`config.mk`:
```
export PLATFORM = sky130hd
export DESIGN_NAME = ic_coalesce
export DESIGN_NICKNAME = d
export VERILOG_FILES = /design/src/rtl/ic_pkg.sv /design/src/rtl/ic_pkt_counter.sv /design/src/rtl/ic_delay_timer.sv /design/src/rtl/ic_sticky_flag.sv /design/src/rtl/ic_coalesce.sv
export SDC_FILE = /design/constraint.sdc
export NUM_CORES = 1
export LEC_CHECK = 0
export BUFFER_PORTS_ARGS = -buffer_cell sky130_fd_sc_hd__buf_4
export CAP_MARGIN = 25
export CORE_UTILIZATION = 50
export CTS_CLUSTER_SIZE = 14
export DETAILED_ROUTE_END_ITERATION = 12
export GPL_TIMING_DRIVEN = 1
export PLACE_DENSITY = 0.78
export SKIP_CTS_REPAIR_TIMING = 1
export SLEW_MARGIN = 0
export SYNTH_ARGS = -nofsm -noshare
export SYNTH_HDL_FRONTEND = slang
export SYNTH_SLANG_ARGS = --single-unit
```
`constraint.sdc`:
```
create_clock -name clk -period 3.08 [get_ports clk]
set_input_delay 0.462 -clock clk [delete_from_list [all_inputs] [get_ports clk]]
set_output_delay 0.462 -clock clk [all_outputs]
set_load 0.03 [all_outputs]
```
`src/rtl/ic_pkg.sv`:
```
package ic_pkg;
    typedef enum logic [0:0] {
        TMR_IDLE = 1'b0,
        TMR_RUN  = 1'b1
    } tmr_state_e;

    localparam int NUM_FLAGS = 2;
    localparam int FLAG_CMP  = 0;
    localparam int FLAG_DLY  = 1;
endpackage

```
`src/rtl/ic_pkt_counter.sv`:
```
module ic_pkt_counter #(
    parameter int CNT_W     = 8,
    parameter int RST_COUNT = 1
) (
    input  logic             clk,
    input  logic             rst_n,
    input  logic             reload,
    input  logic             expire,
    input  logic             pkt_done,
    input  logic [CNT_W-1:0] thresh,
    output logic [CNT_W-1:0] count,
    output logic             hit
);
    localparam logic [CNT_W-1:0] ONE      = CNT_W'(1);
    localparam logic [CNT_W-1:0] RST_VAL  = CNT_W'(RST_COUNT);

    logic [CNT_W-1:0] count_q;
    logic [CNT_W-1:0] count_d;
    logic [CNT_W-1:0] dec;

    assign dec = count_q - ONE;

    always_comb begin
        count_d = count_q;
        hit     = 1'b0;
        if (reload || expire) begin
            count_d = thresh;
        end else if (pkt_done) begin
            if (dec == '0) begin
                hit     = 1'b1;
                count_d = thresh;
            end else begin
                count_d = dec;
            end
        end
    end

    always_ff @(posedge clk) begin
        if (!rst_n) begin
            count_q <= RST_VAL;
        end else begin
            count_q <= count_d;
        end
    end

    assign count = count_q;
endmodule

```
`src/rtl/ic_delay_timer.sv`:
```
module ic_delay_timer
    import ic_pkg::*;
#(
    parameter int DLY_W = 8
) (
    input  logic             clk,
    input  logic             rst_n,
    input  logic             pkt_done,
    input  logic [DLY_W-1:0] delay,
    input  logic             tick,
    output logic [DLY_W-1:0] count,
    output logic             expire,
    output logic             running
);
    localparam logic [DLY_W-1:0] ONE = DLY_W'(1);

    tmr_state_e       state_q, state_d;
    logic [DLY_W-1:0] cnt_q, cnt_d;
    logic             rearm;

    assign rearm = pkt_done && (delay != '0);

    always_comb begin
        state_d = state_q;
        cnt_d   = cnt_q;
        expire  = 1'b0;
        unique case (state_q)
            TMR_IDLE: begin
                if (rearm) begin
                    state_d = TMR_RUN;
                    cnt_d   = delay;
                end
            end
            TMR_RUN: begin
                if (rearm) begin
                    cnt_d = delay;
                end else if (tick) begin
                    if (cnt_q == ONE) begin
                        state_d = TMR_IDLE;
                        cnt_d   = '0;
                        expire  = 1'b1;
                    end else begin
                        cnt_d = cnt_q - ONE;
                    end
                end
            end
            default: begin
                state_d = TMR_IDLE;
                cnt_d   = '0;
            end
        endcase
    end

    always_ff @(posedge clk) begin
        if (!rst_n) begin
            state_q <= TMR_IDLE;
            cnt_q   <= '0;
        end else begin
            state_q <= state_d;
            cnt_q   <= cnt_d;
        end
    end

    assign count   = cnt_q;
    assign running = (state_q == TMR_RUN);
endmodule

```
`src/rtl/ic_sticky_flag.sv`:
```
module ic_sticky_flag (
    input  logic clk,
    input  logic rst_n,
    input  logic set,
    input  logic clr,
    output logic flag
);
    logic flag_q;

    always_ff @(posedge clk) begin
        if (!rst_n) begin
            flag_q <= 1'b0;
        end else if (set) begin
            flag_q <= 1'b1;
        end else if (clr) begin
            flag_q <= 1'b0;
        end
    end

    assign flag = flag_q;
endmodule

```
`src/rtl/ic_coalesce.sv`:
```
module ic_coalesce
    import ic_pkg::*;
#(
    parameter int CNT_W     = 8,
    parameter int DLY_W     = 8,
    parameter int RST_COUNT = 1
) (
    input  logic             clk,
    input  logic             rst_n,
    input  logic             pkt_done,
    input  logic [CNT_W-1:0] thresh,
    input  logic [DLY_W-1:0] delay,
    input  logic             reload,
    input  logic             tick,
    input  logic             clr_cmp,
    input  logic             clr_dly,
    output logic             cmp_flag,
    output logic             dly_flag,
    output logic [CNT_W-1:0] countdown,
    output logic [DLY_W-1:0] timer_cnt
);
    logic                 tmr_expire;
    logic                 tmr_running;
    logic                 cnt_hit;
    logic [NUM_FLAGS-1:0] flag_set;
    logic [NUM_FLAGS-1:0] flag_clr;
    logic [NUM_FLAGS-1:0] flag_q;

    ic_delay_timer #(.DLY_W(DLY_W)) u_timer (
        .clk      (clk),
        .rst_n    (rst_n),
        .pkt_done (pkt_done),
        .delay    (delay),
        .tick     (tick),
        .count    (timer_cnt),
        .expire   (tmr_expire),
        .running  (tmr_running)
    );

    ic_pkt_counter #(.CNT_W(CNT_W), .RST_COUNT(RST_COUNT)) u_counter (
        .clk      (clk),
        .rst_n    (rst_n),
        .reload   (reload),
        .expire   (tmr_expire),
        .pkt_done (pkt_done),
        .thresh   (thresh),
        .count    (countdown),
        .hit      (cnt_hit)
    );

    assign flag_set[FLAG_CMP] = cnt_hit;
    assign flag_set[FLAG_DLY] = tmr_expire;
    assign flag_clr[FLAG_CMP] = clr_cmp;
    assign flag_clr[FLAG_DLY] = clr_dly;

    for (genvar g = 0; g < NUM_FLAGS; g++) begin : g_flag
        ic_sticky_flag u_flag (
            .clk   (clk),
            .rst_n (rst_n),
            .set   (flag_set[g]),
            .clr   (flag_clr[g]),
            .flag  (flag_q[g])
        );
    end

    assign cmp_flag = flag_q[FLAG_CMP];
    assign dly_flag = flag_q[FLAG_DLY];
endmodule

```
# Word-level counts from Yosys, hierarchy flattened
# Cells that the tools add are included.
[op_classes]
add_sub_neg = 2
n_eq_ne = 3
n_mux = 24
n_bitwise = 1
reduce_logical = 8
[ops]
columns = ["op", "count"]
rows = [
  ["$mux 8", 7],
  ["$pmux 8 s2", 1],
  ["$sub 8x1->8 const B", 2],
  ["$mux 1", 15],
  ["$eq 8x1->1 const B", 1],
  ["$logic_not 8->1", 1],
  ["$reduce_bool 8->1", 1],
  ["$reduce_bool 2->1", 3],
  ["$ne 3x3->1 const B", 1],
  ["$ne 2x1->1 const B", 1],
  ["$pmux 1 s2", 1],
  ["$reduce_and 2->1", 1],
  ["$logic_and 1x1->1", 1],
  ["$logic_or 1x1->1", 1],
  ["$not 1->1", 1],
]
[word_totals]
reg_bits = 19
in_bits = 23
elab_cells = 43

# Longest topological paths before layout
# Gate-level depths: netlist of the first run.
[depth]
depth_word = 8
mapped_depth = 8
mapped_depth_nobuf = 7

# Modules after synthesis
# From an unflattened synthesis of the first run, not the netlist that was laid out.
[hier_totals]
hier_cells = 186
area_unflattened_um2 = 1527.7
[by_module_without_submodules]
columns = ["module", "n_inst", "cells_each", "area_each_um2"]
rows = [
  ["ic_pkt_counter", 1, 96, 735.7],
  ["ic_delay_timer", 1, 84, 709.4],
  ["ic_sticky_flag", 2, 3, 41.3],
]

# Worst setup path after synthesis of the first run
# Ideal clock, no wire load.
[synth_path]
path_type = "reg-to-reg"
from = "register u_counter.count_q[0], in the netlist u_counter.count[0]"
to = "register u_counter.count_q[1], in the netlist u_counter.count[1]"
setup_ns = 0.074
arrival_ns = 2.122
t_required_ns = 3.006
setup_slack_ns = 0.884
stages_incl_launch_ff = 9
n_path_buf = 1
period_less_slack_ns = 2.196
path_cell_list = "dfxtp_1 > buf_2 > inv_1 > ha_1 > or4b_4 > nor4b_2 > o311a_2 > a211o_1 > a31oi_1"
[synth_via]
elab_chain_cells = 5
[synth_rtl]
columns = ["element", "line_no", "rtl"]
rows = [
  ["start: declaration", "ic_pkt_counter.sv:17", "logic [CNT_W-1:0] count_q;"],
  ["start signal: assignment", "ic_pkt_counter.sv:42", "count_q <= count_d;"],
  ["$sub 8x1->8 *", "ic_pkt_counter.sv:21", "assign dec = count_q - ONE;"],
  ["$logic_not 8->1", "ic_pkt_counter.sv:29", "if (dec == '0) begin"],
  ["$mux 8 *", "ic_pkt_counter.sv:29", ""],
  ["$mux 8 *", "ic_pkt_counter.sv:28", "end else if (pkt_done) begin"],
  ["$mux 8 *", "ic_pkt_counter.sv:26", "if (reload || expire) begin"],
]
# Every way passes the cells marked *; elsewhere a longest branch is shown, timed or not. The select of a mux whose other input is x is not followed.
# A chain may end at the register's enable or synchronous reset.

# Final worst setup path of the first run
[layout_path]
from = "register u_timer.cnt_q[1], in the netlist u_timer.count[1]"
to = "register u_counter.count_q[7], in the netlist u_counter.count[7]"
[layout_via]
elab_chain_cells = 7
elab_cells_between_ends = 8
[layout_rtl]
columns = ["element", "line_no", "rtl"]
rows = [
  ["start: declaration", "ic_delay_timer.sv:18", "logic [DLY_W-1:0] cnt_q, cnt_d;"],
  ["start signal: assignment", "ic_delay_timer.sv:60", "cnt_q <= cnt_d;"],
  ["$eq 8x1->1 *", "ic_delay_timer.sv:38", "if (cnt_q == ONE) begin"],
  ["$mux 1 *", "ic_delay_timer.sv:38", ""],
  ["$mux 1 *", "ic_delay_timer.sv:37", "end else if (tick) begin"],
  ["$mux 1 *", "ic_delay_timer.sv:35", "if (rearm) begin"],
  ["$mux 1 *", "ic_delay_timer.sv:27", "unique case (state_q)"],
  ["$logic_or 1x1->1 *", "ic_pkt_counter.sv:26", ""],
  ["$mux 8 / $reduce_bool 2->1 (equally long branches)", "--", ""],
]
# Every way passes the cells marked *; elsewhere a longest branch is shown, timed or not.

==> results by group, run 1 <==
Run status
  – Status: complete, no violations

Route
  – First-pass iteration count of the detailed router: 4
  – Final wirelength: 3584 um
  – Via density: 6.192
  – Routed Antenna Nets: 0
  – 1st-iter DRT viols: 75
  – DR DRC count: 0
  – Routed WL per cell: 15.00 um
  – Via count: 1480

Yosys
  – Avg Inst Size Synth: 7.842 um2
  – EDFF count, synth: 0
  – Ranking of synthesized cells by area: dfxtp_1 28%, a21oi_1 5.2%, nand2_1 4.5%
  – Synthesized area: 1349 um2
  – Yosys warns: 0
  – Most used flip-flop cell after synthesis: dfxtp_1
  – Syn nets: 199
  – Synth area leader: dfxtp_1
  – Post-synth ARST share: 0
  – Yosys cell types: 50
  – Post-synth top area share: 0.2820
  – Register area share after synthesis: 0.2820
  – Synth Register Bits: 19
  – Mapped Cells: 172

Clocking
  – Worst-Skew Late Latency: 300 ps
  – Max Root-Sink Buffers: 2
  – Reg clk slew, reported paths: 110 ps
  – H-Tree Depth: 1
  – CTS root buffer: clkbuf_4
  – Clock Sinks: 19
  – CTS tree: yes
  – CTS buffer count: 3

Timing
  – Fmax: 0.4545 GHz
  – Period utilization: 0.7143
  – Hold_ws: 412.4 ps
  – Final hold viol count: 0
  – Min Tclk post-route: 2200 ps
  – Slew @ Worst Pin: 548.4 ps
  – Finish-stage setup viols: 0
  – RSZ-0062 raised after global routing: no
  – Final Skew: 1.212 ps
  – Slew Viols, Final: 0
  – Rel. slew slack: 0.6322
  – Setup TNS: 0 ps

Job
  – Max-Cap Viols: 0

Die
  – Total core area: 2522 um2
  – Initial Utilization: 0.5347
  – Chip height: 53.94 um
  – Die area: 2910 um2
  – DIE WIDTH: 53.94 um
  – # rows: 18
  – Io pins: 41

Critical path
  – Critical Path End Type: flip-flop
  – Kind of start point of the critical path: flip-flop
  – Critical path peak fanout: 8
  – WS Path Type: reg -> reg
  – Critical Path AT: 2430 ps
  – Worst R2R Start: u_timer.count[1]
  – R2R depth: 7
  – Internal reg-to-reg setup slack: 880 ps
  – Slowest CP cell: or3b_2
  – Critical Path RT: 3310 ps
  – Critical-path cell list: inv_1, ha_1, or3b_2, o31ai_2, o21ai_1, a211o_1, o31ai_1
  – R2r endpoint: u_counter.count[7]
  – Critical Path Max Stage Delay: 520 ps

Placement
  – Dpl hpwl: 2698 um
  – Number of port buffers: 40
  – Final GP Congestion: 0.8941

Global routing
  – First-pass GRT wire length: 5720 um
  – Tot GR Track Use: 0.2718
  – Gr ovfl total: 0
  – Vias in the first global route: 1234
  – Initial antenna violation count: 0
  – Largest net degree at the start of global routing: 21

Cells and area
  – Layout Nets: 237
  – Fin util: 0.6642
  – Most frequent cells in the layout: 40 x buf_4, 19 x dfxtp_1, 16 x nand2_1
  – Commonest non-fill, non-tap cell in the layout: buf_4
  – P&R area growth vs syn: 24.21%
  – Fillers: 226
  – Antenna diodes: 0
  – Share of layout cells above drive strength 1: 0.2727

Min path
  – WHS Endpoint: u_timer.count[1]
  – Hold Crit Class: in -> reg
  – Hold Startpoint: delay[1]
  – Hold depth: 3

Pwr
  – Final Power: 0.0006902 W
  – Leakage power: 0.6559 nW
  – Worst VDD drop: 0.3170 mV
  – Pwr per Cell Area: 412.0 nW/um2
-- how the worst max path moves through the flow --
| stage | from | to | slack, ps | cells after the start |
|---|---|---|---|---|
| floorplan | u_counter.count[0] | u_counter.count[1] | 880 | 8 |
| global placement | delay[5] | u_timer.count[5] | 880 | 6 |
| detailed placement | delay[5] | u_timer.count[7] | 860 | 6 |
| CTS | u_timer.count[1] | u_counter.count[7] | 880 | 7 |
| global route | u_counter.count[0] | u_counter.count[7] | 660 | 7 |
| finish | u_timer.count[1] | u_counter.count[7] | 880 | 7 |
-- worst max-delay path: cells and delay by family (launching register included) --
kind	cells	cell delay (ps)
compound gates	4	950
fa+ha+maj	1	170
buf+inv	1	130
flops	1	350
simple gates	1	520
-- routing by layer --
metal	up-vias	wire [um]	track usage
li1	733	-	-
met2	54	1601	0.3951
met1	689	1728	0.4010
met3	4	233	0.05932
met5	-	0	0
met4	0	21	0.06140
-- synthesized netlist by cell type, types with 2 or more instances --
library cell and n:
a211o_1 2, a211oi_1 6, a21oi_1 14, a21oi_2 2
a221oi_1 2, a22oi_1 3, a311oi_1 2, a31oi_1 4
buf_2 3, clkbuf_1 3, dfxtp_1 19, ha_1 4
inv_1 10, nand2_1 16, nand2b_1 3, nand3_1 3
nor2_1 10, nor2b_1 3, nor3_1 6, nor4_1 4
o21a_1 2, o21ai_0 10, o21ai_1 4, o221ai_1 2
o22ai_1 2, or3_1 2, or4_1 3, or4_4 2
xnor2_1 5
-- layout make-up --
| cell class | instances | area (um2) | area share |
|---|---|---|---|
| Multi-Input combinational cell | 136 | 893.4 | 0.5332 |
| Sequential cell | 19 | 380.4 | 0.2270 |
| Timing Repair Buffer | 40 | 300.3 | 0.1792 |
| Inverter | 10 | 37.54 | 0.02240 |
| Tap cell | 30 | 37.54 | 0.02240 |
| Clock buffer | 4 | 26.28 | 0.01568 |
-- power by group --
part / switching, W / leakage, nW / internal [W] / total [W]
Clock: 0.0000792 / 0.0150 / 0.0000506 / 0.000130
Sequential: 0.0000349 / 0.157 / 0.000265 / 0.000300
Combinational: 0.000148 / 0.484 / 0.000113 / 0.000260
Total: 0.000262 / 0.656 / 0.000428 / 0.000690
-- sequential cells by signal, summed over array words and instances (netlist names) --
name                cells
u_counter.count         8
g_flag.u_flag.flag      2
u_timer.running         1
u_timer.count           8
-- kinds of logic (layout without fill, tap and decap cells) --
family | after synthesis | after routing | synth area share
AO/OA/AOI/OAI | 64 | 64 | 0.3182
AND/OR/NAND/NOR | 63 | 63 | 0.2746
flip-flops | 19 | 19 | 0.2820
buffers and inverters | 17 | 54 | 0.05566
XOR/XNOR | 5 | 5 | 0.03247
adder cells (fa/ha/maj) | 4 | 4 | 0.03711
-- metrics by stage --
stage               setup WS (ps)  area [um2]  instances
finish                      880.0        1675        239
global route                659.6        1675        239
CTS                         883.3        1675        239
detailed placement          862.2        1649        235
global placement            882.2        1649        235
floorplan                   883.8        1349        172
Note: power is estimated with default switching activity, not from simulation.
==> run 2, diff against run 1 <==
- clock period: 3.08 -> 2.2 ns (I/O delays scaled with it)
==> run 2 against run 1 <==
Against the previous run:
- combinational power up 51%
- sequential cell count unchanged
- power up 43%
- cell area up 3.9%
- die area unchanged
- clock-buffer cell count unchanged
- first-iteration DRC count up 2.7%
- routed wire length down 1.6%
==> results by group, run 2 (same netlist as run 1, synthesis figures left out) <==
Timing
  – Rel. slew slack: 0.6772
  – Fmax: 0.4838 GHz
  – Final Skew: 4.908 ps
  – Slew @ Worst Pin: 484.3 ps
  – Slew Viols, Final: 0
  – Period utilization: 0.9396
  – RSZ-0062 raised after global routing: yes
  – Min Tclk post-route: 2067 ps
  – Finish-stage setup viols: 0
  – Final hold viol count: 0
  – Setup ws final: 132.9 ps

Die
  – Die area: 2910 um2
  – DIE WIDTH: 53.94 um
  – Initial Utilization: 0.5347
  – Chip height: 53.94 um
  – Io pins: 41
  – # rows: 18
  – Total core area: 2522 um2

Cells and area
  – Share of layout cells above drive strength 1: 0.3009
  – Fillers: 214
  – Commonest non-fill, non-tap cell in the layout: buf_4
  – P&R area growth vs syn: 29.04%
  – Post-route insts no fill: 246
  – Most frequent cells in the layout: 47 x buf_4, 19 x dfxtp_1, 16 x nand2_1
  – Final instance area: 1740 um2
  – Layout Nets: 244
  – Antenna diodes: 0

Clocking
  – CTS buffer count: 3
  – CTS tree: yes
  – Worst-Skew Late Latency: 300 ps
  – H-Tree Depth: 1
  – Max Root-Sink Buffers: 2
  – Reg clk slew, reported paths: 120 ps
  – Clock Sinks: 19
  – CTS root buffer: clkbuf_4

Critical path
  – CP top delay family: simple AND/OR/NAND/NOR gates
  – Critical Path Max Stage Delay: 500 ps
  – CP bufs+invs: 1
  – Slowest CP cell: or3b_2
  – Critical Path AT: 2280 ps
  – Critical path peak fanout: 8
  – WS Path Type: reg -> reg
  – Critical Path End Type: flip-flop
  – Critical Path RT: 2420 ps
  – Kind of start point of the critical path: flip-flop
  – Critical-path cell list: inv_1, ha_1, or3b_2, nor3_2, a21o_2, a21oi_2, o31ai_1

Global routing
  – First-pass GRT wire length: 5644 um
  – Vias in the first global route: 1256
  – Tot GR Track Use: 0.2635
  – Gr ovfl total: 0
  – Largest net degree at the start of global routing: 21
  – Initial antenna violation count: 0

Run status
  – Status: complete, no violations

Pwr
  – Worst VDD drop: 0.4422 mV
  – Pwr per Cell Area: 568.8 nW/um2
  – Leakage power: 0.6876 nW

Route
  – Top sig layer: met4
  – WL met2: 1539 um
  – 1st-iter DRT viols: 77
  – Via density: 6.130
  – First-pass iteration count of the detailed router: 4
  – Final wirelength: 3528 um
  – Met1 Routed Length: 1712 um
  – Routed WL per cell: 14.34 um
  – DR DRC count: 0
  – Routed Antenna Nets: 0
  – WL met3: 253 um
  – Via count: 1508

Placement
  – Post-place instance area: 1702 um2
  – Number of port buffers: 40
  – Dpl ws: 127.5 ps
  – Final GP Congestion: 0.8780
  – Dpl hpwl: 2678 um
  – Placed insts: 242

Job
  – Max-Cap Viols: 0

Min path
  – Hold Crit Class: in -> reg
run 2: changes by cell type in the layout (fill, tap and decap cells not counted), sizes merged:
cell  delta
buf      +7
run 2: worst reg2reg max path, delay by kind of cell, from the launching register on:
| family | cells | cell delay [ps] |
|---|---|---|
| compound gates | 3 | 580 |
| fa+ha+maj | 1 | 140 |
| buf+inv | 1 | 110 |
| flops | 1 | 370 |
| simple gates | 2 | 790 |
run 2: per-stage QoR:
stage	power [W]	hold slack, ps	setup TNS, ps	utilization
final	0.0009900	272.4	0	0.6900
after global routing	0.001044	286.7	-4.633	0.6900
after CTS	0.0009793	269.6	0	0.6850
after detailed placement	0.0007981	473.0	0	0.6746
after global placement	0.0007912	464.4	0	0.6746
after floorplan	0.0006683	466.0	0	-
run 2: area by class of cell:
| type | instances | area, um2 | area share |
|---|---|---|---|
| well taps | 30 | 37.54 | 0.02157 |
| repair buffers | 47 | 352.8 | 0.2027 |
| clock buffers | 4 | 26.28 | 0.01510 |
| flip-flops and latches | 19 | 380.4 | 0.2185 |
| multi-input cells | 136 | 905.9 | 0.5205 |
| inverters | 10 | 37.54 | 0.02157 |
run 2: final timing paths:
kind | from | endpoint | slack (ps) | cells past startpoint
worst min-delay path | thresh[0] | u_counter.count[0] | 270 | 3
worst max-delay path | u_timer.count[1] | u_counter.count[7] | 130 | 7
worst max register to register | u_timer.count[1] | u_counter.count[7] | 130 | 7
worst min register to register | g_flag[0].u_flag.flag | g_flag[0].u_flag.flag | 490 | 2
run 2: report_power, final:
part | leakage, nW | internal (W) | switching (W) | total [W]
clock | 0.0150 | 0.0000706 | 0.000117 | 0.000188
combinational | 0.516 | 0.000174 | 0.000217 | 0.000392
sequential | 0.157 | 0.000371 | 0.0000395 | 0.000411
run 2: metal layers:
layer  vias up  track usage
met5         -            0
met4         0      0.05702
met3         4      0.04802
met2        64       0.4033
met1       692       0.3793
li1        748            -
==> run 3, diff against run 2 <==
- PLACE_DENSITY: 0.78 -> default
- PLACE_DENSITY_LB_ADDON: default -> 0.08
==> run 3 against run 2 <==
Against the previous run:
- cell area up 2.0%
- power up 3.6%
- clock power up 8%
- routed wire length up 13%
- cell count up 0.41%
- sequential cell count unchanged
- clock-buffer cell count down 1
- register-to-register slack worse by 20 ps
- worst setup slack worse by 17 ps
- via count up 3.5%
- worst hold slack worse by 19 ps
- utilization up 1.4 points
==> results by group, run 3 (same netlist as run 1, synthesis figures left out) <==
Timing
  – Hold_ws: 253.4 ps
  – Setup ws final: 116.0 ps
  – Period utilization: 0.9473
  – Finish-stage setup viols: 0
  – Final Skew: 7.969 ps
  – Slew @ Worst Pin: 461.9 ps
  – Setup TNS: 0 ps
  – Slew Viols, Final: 0
  – Rel. slew slack: 0.6880
  – Fmax: 0.4799 GHz
  – Final hold viol count: 0
  – RSZ-0062 raised after global routing: no
  – Min Tclk post-route: 2084 ps

Job
  – Max-Cap Viols: 0

Die
  – # rows: 18
  – Initial Utilization: 0.5347
  – Chip height: 53.94 um
  – DIE WIDTH: 53.94 um
  – Io pins: 41
  – Total core area: 2522 um2
  – Die area: 2910 um2

Global routing
  – Tot GR Track Use: 0.2919
  – First-pass GRT wire length: 6161 um
  – Largest net degree at the start of global routing: 21
  – Gr ovfl total: 0
  – Initial antenna violation count: 0
  – Vias in the first global route: 1393

Placement
  – Number of port buffers: 40
  – Dpl hpwl: 2870 um
  – Placed insts: 243
  – Final GP Congestion: 0.9327
  – Dpl ws: 42.39 ps

Route
  – DR DRC count: 0
  – 1st-iter DRT viols: 31
  – Final wirelength: 3988 um
  – Via count: 1561
  – Routed WL per cell: 16.15 um
  – Routed Antenna Nets: 0
  – Via density: 6.320
  – First-pass iteration count of the detailed router: 4

Min path
  – Hold Crit Class: in -> reg

Pwr
  – Leakage power: 0.7091 nW
  – Pwr per Cell Area: 577.5 nW/um2
  – Worst VDD drop: 0.3968 mV

Cells and area
  – P&R area growth vs syn: 31.63%
  – Post-route insts no fill: 247
  – Area taken by multi-input logic gates: 932.1 um2
  – Fin util: 0.7039
  – Register area: 380.4 um2
  – Share of layout cells above drive strength 1: 0.3180
  – Layout Nets: 245
  – Commonest non-fill, non-tap cell in the layout: buf_4
  – Antenna diodes: 0
  – Most frequent cells in the layout: 48 x buf_4, 19 x dfxtp_1, 16 x nand2_1
  – Fillers: 197

Run status
  – Status: complete, no violations

Critical path
  – Critical-path cell list: inv_1, ha_2, or4b_4, nor4b_4, o311a_4, a21oi_2, a211oi_2
  – Slowest CP cell: or4b_4
  – Critical Path AT: 2320 ps
  – Kind of start point of the critical path: flip-flop
  – Critical Path RT: 2440 ps
  – Critical Path End Type: flip-flop
  – Internal reg-to-reg setup slack: 120 ps
  – Critical Path Max Stage Delay: 510 ps
  – WS Path Type: reg -> reg
  – Critical path peak fanout: 8

Clocking
  – Reg clk slew, reported paths: 130 ps
  – H-Tree Depth: 1
  – CTS tree: yes
  – Max Root-Sink Buffers: 2
  – CTS buffer count: 3
  – Clock Sinks: 19
  – Worst-Skew Late Latency: 320 ps
  – CTS root buffer: clkbuf_4
-- run 3: per-layer routing --
metal  wire, um  vias up  global-route usage
met4         45        0              0.1184
li1           -      747                   -
met1       1783      721              0.4085
met2       1849       86              0.4465
met3        310        7             0.03672
met5          0        -                   0
-- run 3: path summary, 6_finish.rpt --
path / from / end / depth (start not counted)
worst max register to register: u_counter.count[1] / u_counter.count[5] / 7
worst min register to register: g_flag[0].u_flag.flag / g_flag[0].u_flag.flag / 2
worst max-delay path: u_counter.count[1] / u_counter.count[5] / 7
worst min-delay path: thresh[0] / u_counter.count[0] / 3
-- run 3: through the flow --
step / power [W] / cell area (um2)
final: 0.001025 / 1775
after global routing: 0.001071 / 1775
after CTS: 0.001003 / 1737
after detailed placement: 0.0008056 / 1709
after global placement: 0.0007948 / 1709
after floorplan: 0.0006683 / 1349
-- run 3: area by class of cell --
class,instances,share of cell area
flip-flops and latches,19,0.2142
clock buffers,3,0.01269
multi-input cells,136,0.5250
inverters,10,0.02114
clock inverters,1,0.002819
repair buffers,48,0.2030
well taps,30,0.02114
-- run 3: where the power goes --
part / total, W / internal [W] / switching [W]
clock: 0.000203 / 0.0000682 / 0.000135
sequential: 0.000410 / 0.000371 / 0.0000387
combinational: 0.000412 / 0.000179 / 0.000234
total: 0.00103 / 0.000618 / 0.000408
-- run 3: worst max-delay path, delay by kind of cell (launching register included) --
kind | cells | cell delay [ps]
compound gates | 3 | 600
simple gates | 2 | 760
flops | 1 | 330
buf+inv | 1 | 80
fa+ha+maj | 1 | 230
